<file path="src/rtl/mod_counter.sv">
module ctr_slice #(
  parameter int W = 4
) (
  input  logic         clk,
  input  logic         rst_n,
  input  logic         clr,
  input  logic         ld,
  input  logic [W-1:0] d,
  input  logic         cnt_en,
  input  logic         chain_en,
  output logic [W-1:0] q,
  output logic         tc
);
  localparam logic [W-1:0] ALL1 = {W{1'b1}};

  always_ff @(posedge clk or negedge rst_n)
    if (!rst_n)                  q <= '0;
    else if (clr)                q <= '0;
    else if (ld)                 q <= d;
    else if (cnt_en && chain_en) q <= q + W'(1);

  assign tc = chain_en && (q == ALL1);


  clear_zero_chk: assert property (@(posedge clk) disable iff (!rst_n)
    clr |=> q == '0);

  load_take_chk: assert property (@(posedge clk) disable iff (!rst_n)
    (!clr && ld) |=> q == $past(d));

  hold_chk: assert property (@(posedge clk) disable iff (!rst_n)
    (!clr && !ld && !(cnt_en && chain_en)) |=> $stable(q));

  step_chk: assert property (@(posedge clk) disable iff (!rst_n)
    (!clr && !ld && cnt_en && chain_en) |=> q == $past(q) + W'(1));
endmodule

module mod_counter #(
  parameter int SLICE_W = 4,
  parameter int SLICES  = 2,
  localparam int TW     = SLICE_W * SLICES
) (
  input  logic          clk,
  input  logic          rst_n,
  input  logic          clr,
  input  logic          ld,
  input  logic          cnt_en,
  input  logic          chain_en,
  input  logic          auto_reload,
  input  logic [TW-1:0] load_val,
  input  logic [TW-1:0] preset,
  output logic [TW-1:0] count,
  output logic          carry_out
);
  logic [SLICES:0] chain;
  logic            reload, load_any;
  logic [TW-1:0]   load_data;

  assign chain[0]  = chain_en;
  assign carry_out = chain[SLICES];
  assign reload    = auto_reload && cnt_en && carry_out;
  assign load_any  = ld || reload;
  assign load_data = ld ? load_val : preset;

  for (genvar i = 0; i < SLICES; i++) begin : g_slice
    ctr_slice #(.W(SLICE_W)) u_slice (
      .clk      (clk),
      .rst_n    (rst_n),
      .clr      (clr),
      .ld       (load_any),
      .d        (load_data[i*SLICE_W +: SLICE_W]),
      .cnt_en   (cnt_en),
      .chain_en (chain[i]),
      .q        (count[i*SLICE_W +: SLICE_W]),
      .tc       (chain[i+1])
    );
  end


  reload_chk: assert property (@(posedge clk) disable iff (!rst_n)
    (!clr && !ld && auto_reload && cnt_en && carry_out) |=> count == $past(preset));

  wrap_chk: assert property (@(posedge clk) disable iff (!rst_n)
    (!clr && !ld && !auto_reload && cnt_en && carry_out) |=> count == '0);

  paused_chk: assert property (@(posedge clk) disable iff (!rst_n)
    (!clr && !ld && !cnt_en) |=> $stable(count));

  carry_chk: assert property (@(posedge clk) disable iff (!rst_n)
    carry_out |-> (chain_en && count == {TW{1'b1}}));
endmodule

</file>
<file path="config.mk">
export PLATFORM = sky130hd
export DESIGN_NAME = mod_counter
export DESIGN_NICKNAME = d
export VERILOG_FILES = /design/src/rtl/mod_counter.sv
export SDC_FILE = /design/constraint.sdc
export NUM_CORES = 1
export LEC_CHECK = 0
export BUFFER_PORTS_ARGS = -buffer_cell sky130_fd_sc_hd__buf_4
export CORE_AREA = 10 10 47 49
export CTS_CLUSTER_SIZE = 10
export DETAILED_ROUTE_END_ITERATION = 16
export DIE_AREA = 0 0 57 59
export GPL_ROUTABILITY_DRIVEN = 0
export PLACE_DENSITY_LB_ADDON = 0.1
export SETUP_SLACK_MARGIN = 0.3
export SYNTH_ARGS = -nofsm -noshare
export SYNTH_HDL_FRONTEND = slang
export SYNTH_SLANG_ARGS = --single-unit
</file>
<file path="constraint.sdc">
create_clock -name clk -period 3.5 [get_ports clk]
set_input_delay 0.175 -clock clk [delete_from_list [all_inputs] [get_ports clk]]
set_output_delay 0.175 -clock clk [all_outputs]
set_load 0.005 [all_outputs]
</file>
**Word level (Yosys, flattened, before mapping)**

Index checks and enable logic that the tools add are counted.

- Add/sub/neg operators: 2
- Equal/unequal tests: 2
- Reductions and logical operators: 9
- Muxes and demuxes: 7

Operators by type and width:

| cell | number |
|---|---|
| $mux W4 | 6 |
| $add A4 B1 Y4 const B | 2 |
| $eq A4 B4 Y1 const B | 2 |
| $mux W8 | 1 |
| $logic_and A1 B1 Y1 | 6 |
| $reduce_bool A3 Y1 | 2 |
| $logic_or A1 B1 Y1 | 1 |

- Output and inout bits: 9
- Logic and storage cells: 22
- Flip-flop bits (word level): 8

**Longest topological paths before layout**

- Depth after elaboration: 7
- Mapped depth: 5
- Depth with buffers taken out: 5

**Cells and area by module**

From an unflattened synthesis, not the netlist that was laid out.

- Cells, all modules: 58
- Area total of the unflattened synthesis: 595.6 um^2

By module, submodules not included:

| module | times used | area an instance (um^2) | cells an instance |
|---|---|---|---|
| ctr_slice | 2 | 227.7 | 24 |
| mod_counter | 1 | 140.1 | 10 |

**Worst setup path before layout**

Ideal clock, no wire load.

- Kind: register -> register
- From: register g_slice[1].u_slice.q[0]
- To: register g_slice[0].u_slice.q[0]
- Library setup time: 0.121 ns
- Arrival time: 1.653 ns
- Data required time: 3.379 ns
- Setup slack: 1.726 ns
- Cell stages (with the launch flop): 6
- Cells stage by stage: dfrtp_1 -> ha_1 -> nand4_4 -> or3_4 -> mux2_4 -> a22o_1

- Longest elaborated chain between the ends: 6

Ends and longest elaborated chain:

| what | RTL line | source |
|---|---|---|
| start, declared | 11 | `output logic [W-1:0] q,` |
| start signal, assigned | 20 | `else if (cnt_en && chain_en) q <= q + W'(1);` |
| $eq A4 B4 Y1 (*) | 22 | `assign tc = chain_en && (q == ALL1);` |
| $logic_and A1 B1 Y1 (*) | 22 |  |
| $logic_and A1 B1 Y1 (*) | 61 | `assign reload = auto_reload && cnt_en && carry_out;` |
| $logic_or A1 B1 Y1 (*) | 62 | `assign load_any = ld \|\| reload;` |
| $mux W4 | 19 | `else if (ld) q <= d;` |
| $mux W4 | 18 | `else if (clr) q <= '0;` |
| end signal, assigned | 20 |  |
| end, declared | 11 |  |

Mark *: on every way between the ends. The rest lies on a longest branch, timed or not.
A chain may end at the register's enable or synchronous reset.

**Final worst setup path**

- From: register g_slice[1].u_slice.q[1]
- To: register g_slice[0].u_slice.q[0]

Same word-level chain as after synthesis.

==> qor.txt <==
RUN STATUS
----------------------------------------------------------------------------------
Result of the run                                                     finished, final reports clean

FLOORPLANNING
----------------------------------------------------------------------------------
Horizontal die dimension                                                     57 um
Die area                                                              0.003363 mm^2
Die outline height                                                           59 um
Placeable Area                                                        0.001401 mm^2
Initial cell density of the core                                            0.4250
Count of boundary I/O pins                                                      32
Number of standard-cell rows in the floorplan                                   14

WORST SETUP PATH
----------------------------------------------------------------------------------
CP Max Fanout                                                                    7
Delay-heaviest family, CP                                             simple AND/OR/NAND/NOR gates
Crit. End Element                                                         register
Category of the worst setup path launch point                             register
Worst Setup Path Type                                                      reg2reg
Critical Path AT                                                           2.04 ns
Peak per-stage delay on the critical path                                  0.45 ns
Slowest stage cell, crit path                                         sky130_fd_sc_hd__or3_4
Number of buffer and inverter instances along the worst setup path               0
Worst path required time                                                   3.63 ns
Cells traversed along the worst timing path                           ha_1, nand4_4, or3_4, mux2_4, a22o_1

CLOCK NETWORK
----------------------------------------------------------------------------------
Number of clock buffers inserted by TritonCTS                                    3
Cell at the root of the clock tree                                    sky130_fd_sc_hd__clkbuf_4
Post-cts sizing count                                                            0
Number of buffers between clock root and the deepest sink                        2
Buffers inserted during post-CTS setup optimization                              0
Clock transition at the registers of the reported paths                    0.06 ns
TritonCTS Sinks                                                                  8
Clock latency at the later pin of the worst-skew pair                      0.25 ns
Clock tree from TritonCTS                                                     done
Number of H-tree levels                                                          1
Hold-fix buffers at CTS                                                          1

STA
----------------------------------------------------------------------------------
Hold slack                                                               0.1186 ns
Ratio of final minimum period to clock period                               0.5456
Setup Skew                                                             0.006923 ns
Number of hold violations in the final report                                    0
Tightest Pin Transition                                                  0.5557 ns
Unrepaired setup endpoints after global routing                              false
Setup-failing EPs final                                                          0
Pins Over Slew Limit                                                             0
Min Tclk post-route                                                       1.909 ns
Relative max-transition margin                                              0.6267
Final Worst Setup Slack                                                   1.591 ns
Achievable clock frequency                                              0.5237 GHz
Setup TNS                                                                     0 ns

CELLS AND AREA
----------------------------------------------------------------------------------
Fraction of final layout cells sized beyond drive strength 1                0.4059
Number of antenna diodes                                                         0
Util after Layout                                                           0.6259
Commonest non-fill, non-tap cells in the layout                       31 x sky130_fd_sc_hd__buf_4, 8 x sky130_fd_sc_hd__dfrtp_1, 6 x sky130_fd_sc_hd__nand2_1
Area delta synth->final                                                     47.27%
Number of nets in the final layout                                             128
Number of fill cells                                                           130
Most common cell after layout, fill and taps aside                    sky130_fd_sc_hd__buf_4
Biggest regs                                                          g_slice.u_slice.q x8
Max reg flops                                                                    8
Largest reg by FF count                                               g_slice.u_slice.q

GRT
----------------------------------------------------------------------------------
Busiest layer in global routing                                               met2
Global-route wire length before repair                                     3111 um
Total GRT Usage                                                             0.1118
Global route overflow                                                            0
Antenna violations before repair                                                 0
Met2 track demand over resource                                             0.1752
Global routing met3 resource utilization                                   0.03648
Vias in the first global route                                                 682
Maximum number of pins on one net before global-route repair                    11
Met1 layer usage reported by global route                                   0.1357

ROUTE
----------------------------------------------------------------------------------
DRC                                                                              0
Remaining number of nets flagged by the antenna check after routing              0
Detailed-routing iteration count for the pre-antenna-repair pass                 4
Average wire per cell in the routed design                                16.40 um
Violation count after the first detailed-routing iteration                       7
Ratio of routed vias to standard cells                                       5.564
Routed vias                                                                    651
WL final                                                                   1919 um

SYNTH
----------------------------------------------------------------------------------
Post-synth EDFFs                                                                 0
Count of synthesis-stage warnings from yosys                                     0
Flip-flop and latch count after synthesis                                        8
Number of standard cells after synthesis                                        67
Post-synthesis sequential area ratio                                        0.3361
Post-synthesis async set-or-reset flop share                                 1.000
Top_reg_cell synth                                                    sky130_fd_sc_hd__dfrtp_1
Netlist area before placement                                           595.6 um^2
Total nets after synthesis                                                      92
Syn Area/Cell                                                           8.889 um^2
Distinct cells, synth                                                           31

PLACED DESIGN
----------------------------------------------------------------------------------
Worst setup timing slack at the placement stage                           1.626 ns
Port buffer count                                                               31
Placed wire-length estimate                                                1516 um

PWR
----------------------------------------------------------------------------------
Worst vdd rail ir drop                                                   0.1881 mV
Leakage power                                                         0.0004041 uW
Overall Power                                                             239.8 uW
Pwr Density                                                           273.4 mW/mm^2

MIN PATH
----------------------------------------------------------------------------------
Type of the worst min-delay path                                            in2reg

RUN
----------------------------------------------------------------------------------
Count of max-cap constraint violations                                           0

==> metrics by stage <==
step,cells,cell area [um^2]
after floorplan,67,595.6
after global placement,113,844.6
after detailed placement,113,844.6
after CTS,117,877.1
after global routing,117,877.1
final,117,877.1
==> metal layers <==
layer  part of all wire  routed length [um]
met1               0.45                 860
met2               0.47                 904
met3              0.075                 143
met4             0.0052                  10
met5                  0                   0
==> report_power, final <==
part           switching (uW)  internal, uW
logic                    25.4          37.7
registers                7.88          98.5
clock network            31.0          39.2
total                    64.3           175
==> cells in the mapped netlist (2+ instances only) <==
master                     n  share of area
sky130_fd_sc_hd__nor3_1    3          0.025
sky130_fd_sc_hd__nor4_1    3          0.032
sky130_fd_sc_hd__a22o_1    2          0.029
sky130_fd_sc_hd__o21ai_0   4          0.034
sky130_fd_sc_hd__a31oi_1   2          0.021
sky130_fd_sc_hd__ha_1      2          0.042
sky130_fd_sc_hd__or3_1     2          0.021
sky130_fd_sc_hd__inv_1     2          0.013
sky130_fd_sc_hd__xnor2_1   2          0.029
sky130_fd_sc_hd__a21oi_1   4          0.034
sky130_fd_sc_hd__nor2_1    5          0.032
sky130_fd_sc_hd__nand2_1   6          0.038
sky130_fd_sc_hd__a211oi_1  2          0.025
sky130_fd_sc_hd__nand3_1   4          0.034
sky130_fd_sc_hd__dfrtp_1   8           0.34
==> cells by family (layout without fill, tap and decap cells) <==
logic type,Yosys count,count (layout),share of synthesized area
AND/OR/NAND/NOR,28,28,0.2731
AO/OA/AOI/OAI,21,21,0.2437
flip-flops,8,8,0.3361
XOR/XNOR,3,3,0.04413
buffers and inverters,3,37,0.01891
adder cells (fa/ha/maj),2,2,0.04201
multiplexers,2,2,0.04201
==> cell type report <==
class / count / area (um^2) / share of cell area
Multi-Input combinational cell: 56 / 384.1 / 0.4379
Timing Repair Buffer: 32 / 242.7 / 0.2767
Sequential cell: 8 / 200.2 / 0.2282
Clock buffer: 3 / 22.52 / 0.02568
Tap cell: 16 / 20.02 / 0.02282
Inverter: 2 / 7.507 / 0.008559
==> worst paths after layout <==
check | from | end | slack (ns) | cells after the start
min in group asynchronous | rst_n | g_slice[1].u_slice.q[1] | 0.28 | 2
hold reg to reg | g_slice[1].u_slice.q[0] | g_slice[1].u_slice.q[0] | 0.63 | 2
max in group asynchronous | rst_n | g_slice[0].u_slice.q[2] | 3.08 | 2
setup / recovery | g_slice[1].u_slice.q[1] | g_slice[0].u_slice.q[0] | 1.59 | 5
hold / removal | clr | g_slice[0].u_slice.q[3] | 0.12 | 2
setup reg to reg | g_slice[1].u_slice.q[1] | g_slice[0].u_slice.q[0] | 1.59 | 5
No activity file was read; power rests on OpenSTA's default activity.
